<file path="config.mk">
export PLATFORM = sky130hd
export DESIGN_NAME = clk_ratio_gen
export DESIGN_NICKNAME = d
export VERILOG_FILES = /design/src/rtl/clk_ratio_pkg.sv /design/src/rtl/clk_ratio_ctrl.sv /design/src/rtl/clk_ratio_core.sv /design/src/rtl/clk_ratio_gen.sv
export SDC_FILE = /design/constraint.sdc
export NUM_CORES = 1
export LEC_CHECK = 0
export BUFFER_PORTS_ARGS = -buffer_cell sky130_fd_sc_hd__buf_2
export CAP_MARGIN = 20
export CORE_ASPECT_RATIO = 1.75
export CORE_UTILIZATION = 45
export CTS_BUF_LIST = sky130_fd_sc_hd__clkbuf_16
export DETAILED_ROUTE_END_ITERATION = 6
export GPL_TIMING_DRIVEN = 0
export SYNTH_ARGS = -nofsm -noshare
export SYNTH_HDL_FRONTEND = slang
export SYNTH_HIERARCHICAL = 1
export SYNTH_SLANG_ARGS = --single-unit
</file>
<file path="constraint.sdc">
create_clock -name clk -period 6.3 [get_ports clk]
set_clock_uncertainty 0.2 [all_clocks]
set_input_delay 0.945 -clock clk [delete_from_list [all_inputs] [get_ports clk]]
set_output_delay 0.945 -clock clk [all_outputs]
set_load 0.01 [all_outputs]
</file>
<file path="src/rtl/clk_ratio_pkg.sv">
package clk_ratio_pkg;
  parameter int unsigned RATIO_W = 8;

  typedef struct packed {
    logic [RATIO_W-1:0] div;
    logic               hi_wide;
  } ratio_cfg_t;
endpackage

</file>
<file path="src/rtl/clk_ratio_ctrl.sv">
module clk_ratio_ctrl
  import clk_ratio_pkg::*;
#(
  parameter logic [RATIO_W-1:0] RST_DIV = 1,
  parameter logic               RST_HW  = 1'b1
) (
  input  logic       clk,
  input  logic       rst,
  input  logic       wr_en,
  input  ratio_cfg_t wr_cfg,
  input  logic       ext_busy,
  input  logic       wrap,
  output ratio_cfg_t act_cfg,
  output ratio_cfg_t nxt_cfg,
  output logic       busy_q,
  output logic       any_q,
  output logic       err_q
);
  ratio_cfg_t pend_cfg;
  logic       accept;
  logic       apply;
  logic       busy_d;

  // a write is taken only when nothing is pending
  assign accept = wr_en && !busy_q;
  assign apply  = busy_q && wrap;

  always_comb begin
    busy_d = busy_q;
    if (accept)     busy_d = 1'b1;
    else if (apply) busy_d = 1'b0;
  end

  // setting that governs the cycle after this edge
  assign nxt_cfg = apply ? pend_cfg : act_cfg;

  always_ff @(posedge clk) begin
    if (rst) begin
      act_cfg  <= '{div: RST_DIV, hi_wide: RST_HW};
      pend_cfg <= '{div: RST_DIV, hi_wide: RST_HW};
      busy_q   <= 1'b0;
      any_q    <= 1'b0;
      err_q    <= 1'b0;
    end else begin
      if (accept)
        pend_cfg <= wr_cfg;
      if (wr_en && busy_q)
        err_q <= 1'b1;
      if (apply)
        act_cfg <= pend_cfg;
      busy_q <= busy_d;
      any_q  <= busy_d | ext_busy;
    end
  end
endmodule

</file>
<file path="src/rtl/clk_ratio_core.sv">
module clk_ratio_core
  import clk_ratio_pkg::*;
#(
  parameter logic [RATIO_W-1:0] RST_DIV = 1
) (
  input  logic       clk,
  input  logic       rst,
  input  ratio_cfg_t cur_cfg,
  input  ratio_cfg_t nxt_cfg,
  output logic       wrap,
  output logic       phase_q,
  output logic       pass_q
);
  localparam int unsigned LEN_W = RATIO_W + 1;
  localparam logic [RATIO_W-1:0] ONE  = {{(RATIO_W-1){1'b0}}, 1'b1};
  localparam logic [LEN_W-1:0]   FULL = {1'b1, {RATIO_W{1'b0}}};
  localparam logic [LEN_W-1:0]   L1   = {{(LEN_W-1){1'b0}}, 1'b1};

  logic [RATIO_W-1:0] cnt;
  logic [RATIO_W-1:0] cnt_nxt;
  logic [RATIO_W-1:0] last;

  // number of high cycles in one period
  function automatic logic [LEN_W-1:0] hi_len(input ratio_cfg_t c);
    logic [LEN_W-1:0] n;
    n = (c.div == '0) ? FULL : {1'b0, c.div};
    if (n == L1)
      return L1;
    return c.hi_wide ? ((n + L1) >> 1) : (n >> 1);
  endfunction

  assign last    = cur_cfg.div - ONE;
  assign wrap    = (cnt == last);
  assign cnt_nxt = wrap ? '0 : cnt + ONE;

  always_ff @(posedge clk) begin
    if (rst) begin
      cnt     <= '0;
      phase_q <= 1'b1;
      pass_q  <= (RST_DIV == ONE);
    end else begin
      cnt     <= cnt_nxt;
      phase_q <= ({1'b0, cnt_nxt} < hi_len(nxt_cfg));
      pass_q  <= (nxt_cfg.div == ONE);
    end
  end
endmodule

</file>
<file path="src/rtl/clk_ratio_gen.sv">
module clk_ratio_gen
  import clk_ratio_pkg::*;
#(
  parameter logic [RATIO_W-1:0] RST_DIV = 1,
  parameter logic               RST_HW  = 1'b1
) (
  input  logic               clk,
  input  logic               rst,
  input  logic               wr_en,
  input  logic [RATIO_W-1:0] wr_div,
  input  logic               wr_hi_wide,
  input  logic               pll_busy_in,
  output logic               div_clk_out,
  output logic               pass_thru,
  output logic               busy,
  output logic               any_busy,
  output logic               wr_err
);
  ratio_cfg_t wr_cfg;
  ratio_cfg_t act_cfg;
  ratio_cfg_t nxt_cfg;
  logic       wrap;

  assign wr_cfg = '{div: wr_div, hi_wide: wr_hi_wide};

  clk_ratio_ctrl #(.RST_DIV(RST_DIV), .RST_HW(RST_HW)) u_ctrl (
    .clk      (clk),
    .rst      (rst),
    .wr_en    (wr_en),
    .wr_cfg   (wr_cfg),
    .ext_busy (pll_busy_in),
    .wrap     (wrap),
    .act_cfg  (act_cfg),
    .nxt_cfg  (nxt_cfg),
    .busy_q   (busy),
    .any_q    (any_busy),
    .err_q    (wr_err)
  );

  clk_ratio_core #(.RST_DIV(RST_DIV)) u_core (
    .clk     (clk),
    .rst     (rst),
    .cur_cfg (act_cfg),
    .nxt_cfg (nxt_cfg),
    .wrap    (wrap),
    .phase_q (div_clk_out),
    .pass_q  (pass_thru)
  );
endmodule

</file>
==> impl_results.md <==
- Power Total: 0.776 mW
- Synth async-reset ratio: 0%
- Skew-Pair Late Insertion Delay: 0.27 ns
- First-pass GRT wire length: 6.63 mm
- Die X: 50.2 um
- Final net count: 257
- RSZ-0062 raised after global routing: no
- Most numerous cell in the Yosys netlist: dfxtp_1
- Worst setup SP type: register
- Vias in the first global route: 1545
- Filler instances: 359
- Tcrit/Tclk final: 83.6%
- Min Tclk post-route: 5.27 ns
- Crit-path max FO: 11
- Worst slew margin: 63.2%
- Synth Net Count: 233
- Die height: 86.4 um
- Sink Count: 31
- Post-DP HPWL: 3.23 mm
- Hold Buf Count CTS: 0
- Post_cts resized: 0
- Top post-synthesis cells by area: dfxtp_1 34%, ha_1 8.2%, xnor2_1 6.2%, nand2_1 5.1%, mux2_2 4.3%
- Fin. Hold Viols: 0
- Leading area contributor after synthesis: dfxtp_1
- Clock root cell: clkbuf_16
- DRT Pass-1 Iters: 4
- Area of the die: 4340 um^2
- Sw Share: 30.6%
- Starting DRT DRC Count: 35
- Sequential share of the synthesized area: 33.9%
- Internal: 0.538 mW
- Dpl ws: 1.07 ns
- Final GP Congestion: 0.851
- Core area: 3870 um^2
- IO Count: 18
- Detail Route Antenna Nets: 0
- Avg Vias per Cell: 5.44
- Post-Syn Area: 1830 um^2
- Syn_area_per_cell: 8.80 um^2
- P_sw: 0.237 mW
- Drt total wl: 4.01 mm
- Status: completed
- Max Freq: 190 MHz
- CTS clk-pin slew, worst paths: 0.05 ns
- Area delta synth->final: 18.5%
- Post-synth EDFFs: 0
- DR vias: 1528
- Yosys reg bits: 31
- Final TNS setup: 0 ns
- Pin count of the biggest net entering global routing: 12
- Max-Cap Viols: 0
- Mapped Cells: 208
- IO Port Bufs: 17
- Hold slack: 0.253 ns
- H-tree levels: 2
- VDD IR-drop max: 0.281 mV
- Clock share of power: 40.4%
- Setup ws final: 1.03 ns
- Starting density of the core: 47.3%
- TritonCTS clock tree: built
- Max Buffers Root-to-Sink: 2
- Post-CTS setup buffers: 0
- Synth Warn #: 6
- CTS buffer count: 5
- Worst slew pin tran: 0.552 ns
- Worst setup EP type: register
- CP Class: register to register
- Arrival time worst endpoint: 5.21 ns
- Synth top area share: 33.9%
- Worst EP required: 6.24 ns
- Final setup vio count: 0
- Comb power frac: 29.3%
- Gr usage total: 20.5%
- Share of layout cells above drive strength 1: 21.9%
- Grt ovf: 0
- Avg WL per Cell: 14.3 um
- Post-synth top flop: dfxtp_1
- Distinct cells, synth: 45
- Num rows: 30
- Antenna Cells: 0
- Leakage power figure: 0.882 nW
- Pwr/cell area: 358 nW/um^2
- Drt drc: 0
- Pins Over Slew Limit: 0
- Synth cell count leaders: 31 x dfxtp_1, 25 x nand2_1, 16 x nor2_1
- Seq pwr share: 30.3%
- Initial antenna violation count: 0
- Hold Crit Class: register to register
worst max-delay path: stages (launching register included):
cell and delay (ns):
dfxtp_1 0.45, inv_1 0.08, ha_1 0.26, or3_2 0.48
nand4_1 0.13, o2111ai_2 0.21, inv_2 0.18, buf_6 0.18
nand2_4 0.12, mux2_2 0.36, or4_1 0.55, nor3_1 0.32
a21oi_1 0.14, ha_1 0.31, nand4_1 0.09, or4b_2 0.63
a2111oi_0 0.37, a211oi_1 0.08
per-layer routing:
layer  GRT usage [%]  vias up  routed length (um)  share of wire [%]
li1                -      777                   -                  -
met1            18.4      705                1450                 36
met5               0        -                   0                  0
met4            10.1        0                 112                2.8
met2            40.4       36                2330                 58
met3            4.91       10                 120                3.0
layout make-up:
| type | count | area [um^2] | share of cell area, % |
|---|---|---|---|
| Buffer | 6 | 32.5 | 1.50 |
| Tap cell | 48 | 60.1 | 2.77 |
| Clock buffer | 5 | 125 | 5.77 |
| Timing Repair Buffer | 17 | 85.1 | 3.92 |
| Sequential cell | 31 | 621 | 28.6 |
| Inverter | 11 | 41.3 | 1.90 |
| Clock inverter | 3 | 67.6 | 3.12 |
| Multi-Input combinational cell | 160 | 1140 | 52.4 |
registers in the layout, indices dropped and copies added (netlist names):
| register | count |
|---|---|
| u_ctrl/pend_cfg | 9 |
| u_ctrl/any_q | 1 |
| u_ctrl/err_q | 1 |
| u_ctrl/act_cfg | 9 |
| u_core/pass_q | 1 |
| u_core/phase_q | 1 |
| u_core/cnt | 8 |
| u_ctrl/busy_q | 1 |
worst paths after layout:
kind                                          from                 end  slack (ns)  cells past startpoint
worst max register to register   u_ctrl/act_cfg[1]      u_core/phase_q        1.03                     17
worst max-delay path             u_ctrl/act_cfg[1]      u_core/phase_q        1.03                     17
worst min register to register  u_ctrl/pend_cfg[3]  u_ctrl/pend_cfg[3]        0.25                      2
worst min-delay path            u_ctrl/pend_cfg[3]  u_ctrl/pend_cfg[3]        0.25                      2
per-stage QoR:
stage	cell area (um^2)	util, %	cells
floorplan	1830	-	208
global placement	1980	51.1	273
detailed placement	1980	51.1	273
CTS	2170	56.1	281
global route	2170	56.1	281
finish	2170	56.1	281
power by group through the flow:
stage               registers, mW  clock network [mW]  logic (mW)
floorplan                   0.237                   0       0.174
global placement            0.238                   0       0.223
detailed placement          0.239                   0       0.227
CTS                         0.235               0.319       0.230
global route                0.237               0.327       0.256
finish                      0.235               0.313       0.228
logic make-up after synthesis:
family          share of synthesized area, %
mux                                     5.95
buf+inv                                 4.03
compound gates                          9.57
flops                                   33.9
fa+ha+maj                               8.20
simple gates                            28.8
xor+xnor                                9.57
placed cells by master (no fill, tap or decap), types with 2 or more instances in the layout:
cell type,instances
nand2_1,25
nand4_1,7
nand3_1,3
xnor2_1,13
clkbuf_16,5
mux2_4,2
nor2b_1,8
a2111oi_0,2
o21ai_0,2
nor3_1,8
ha_1,12
xor2_1,7
dfxtp_1,31
a21oi_1,11
o2111ai_1,2
a211oi_1,3
bufinv_16,2
or4_1,2
nand3b_1,4
nor2_1,16
clkbuf_1,3
and2_2,2
nor3_2,2
inv_1,10
or2_1,2
nor4_1,2
mux2_2,7
buf_2,19
nand2b_1,2
(Power assumes the default switching activity.)
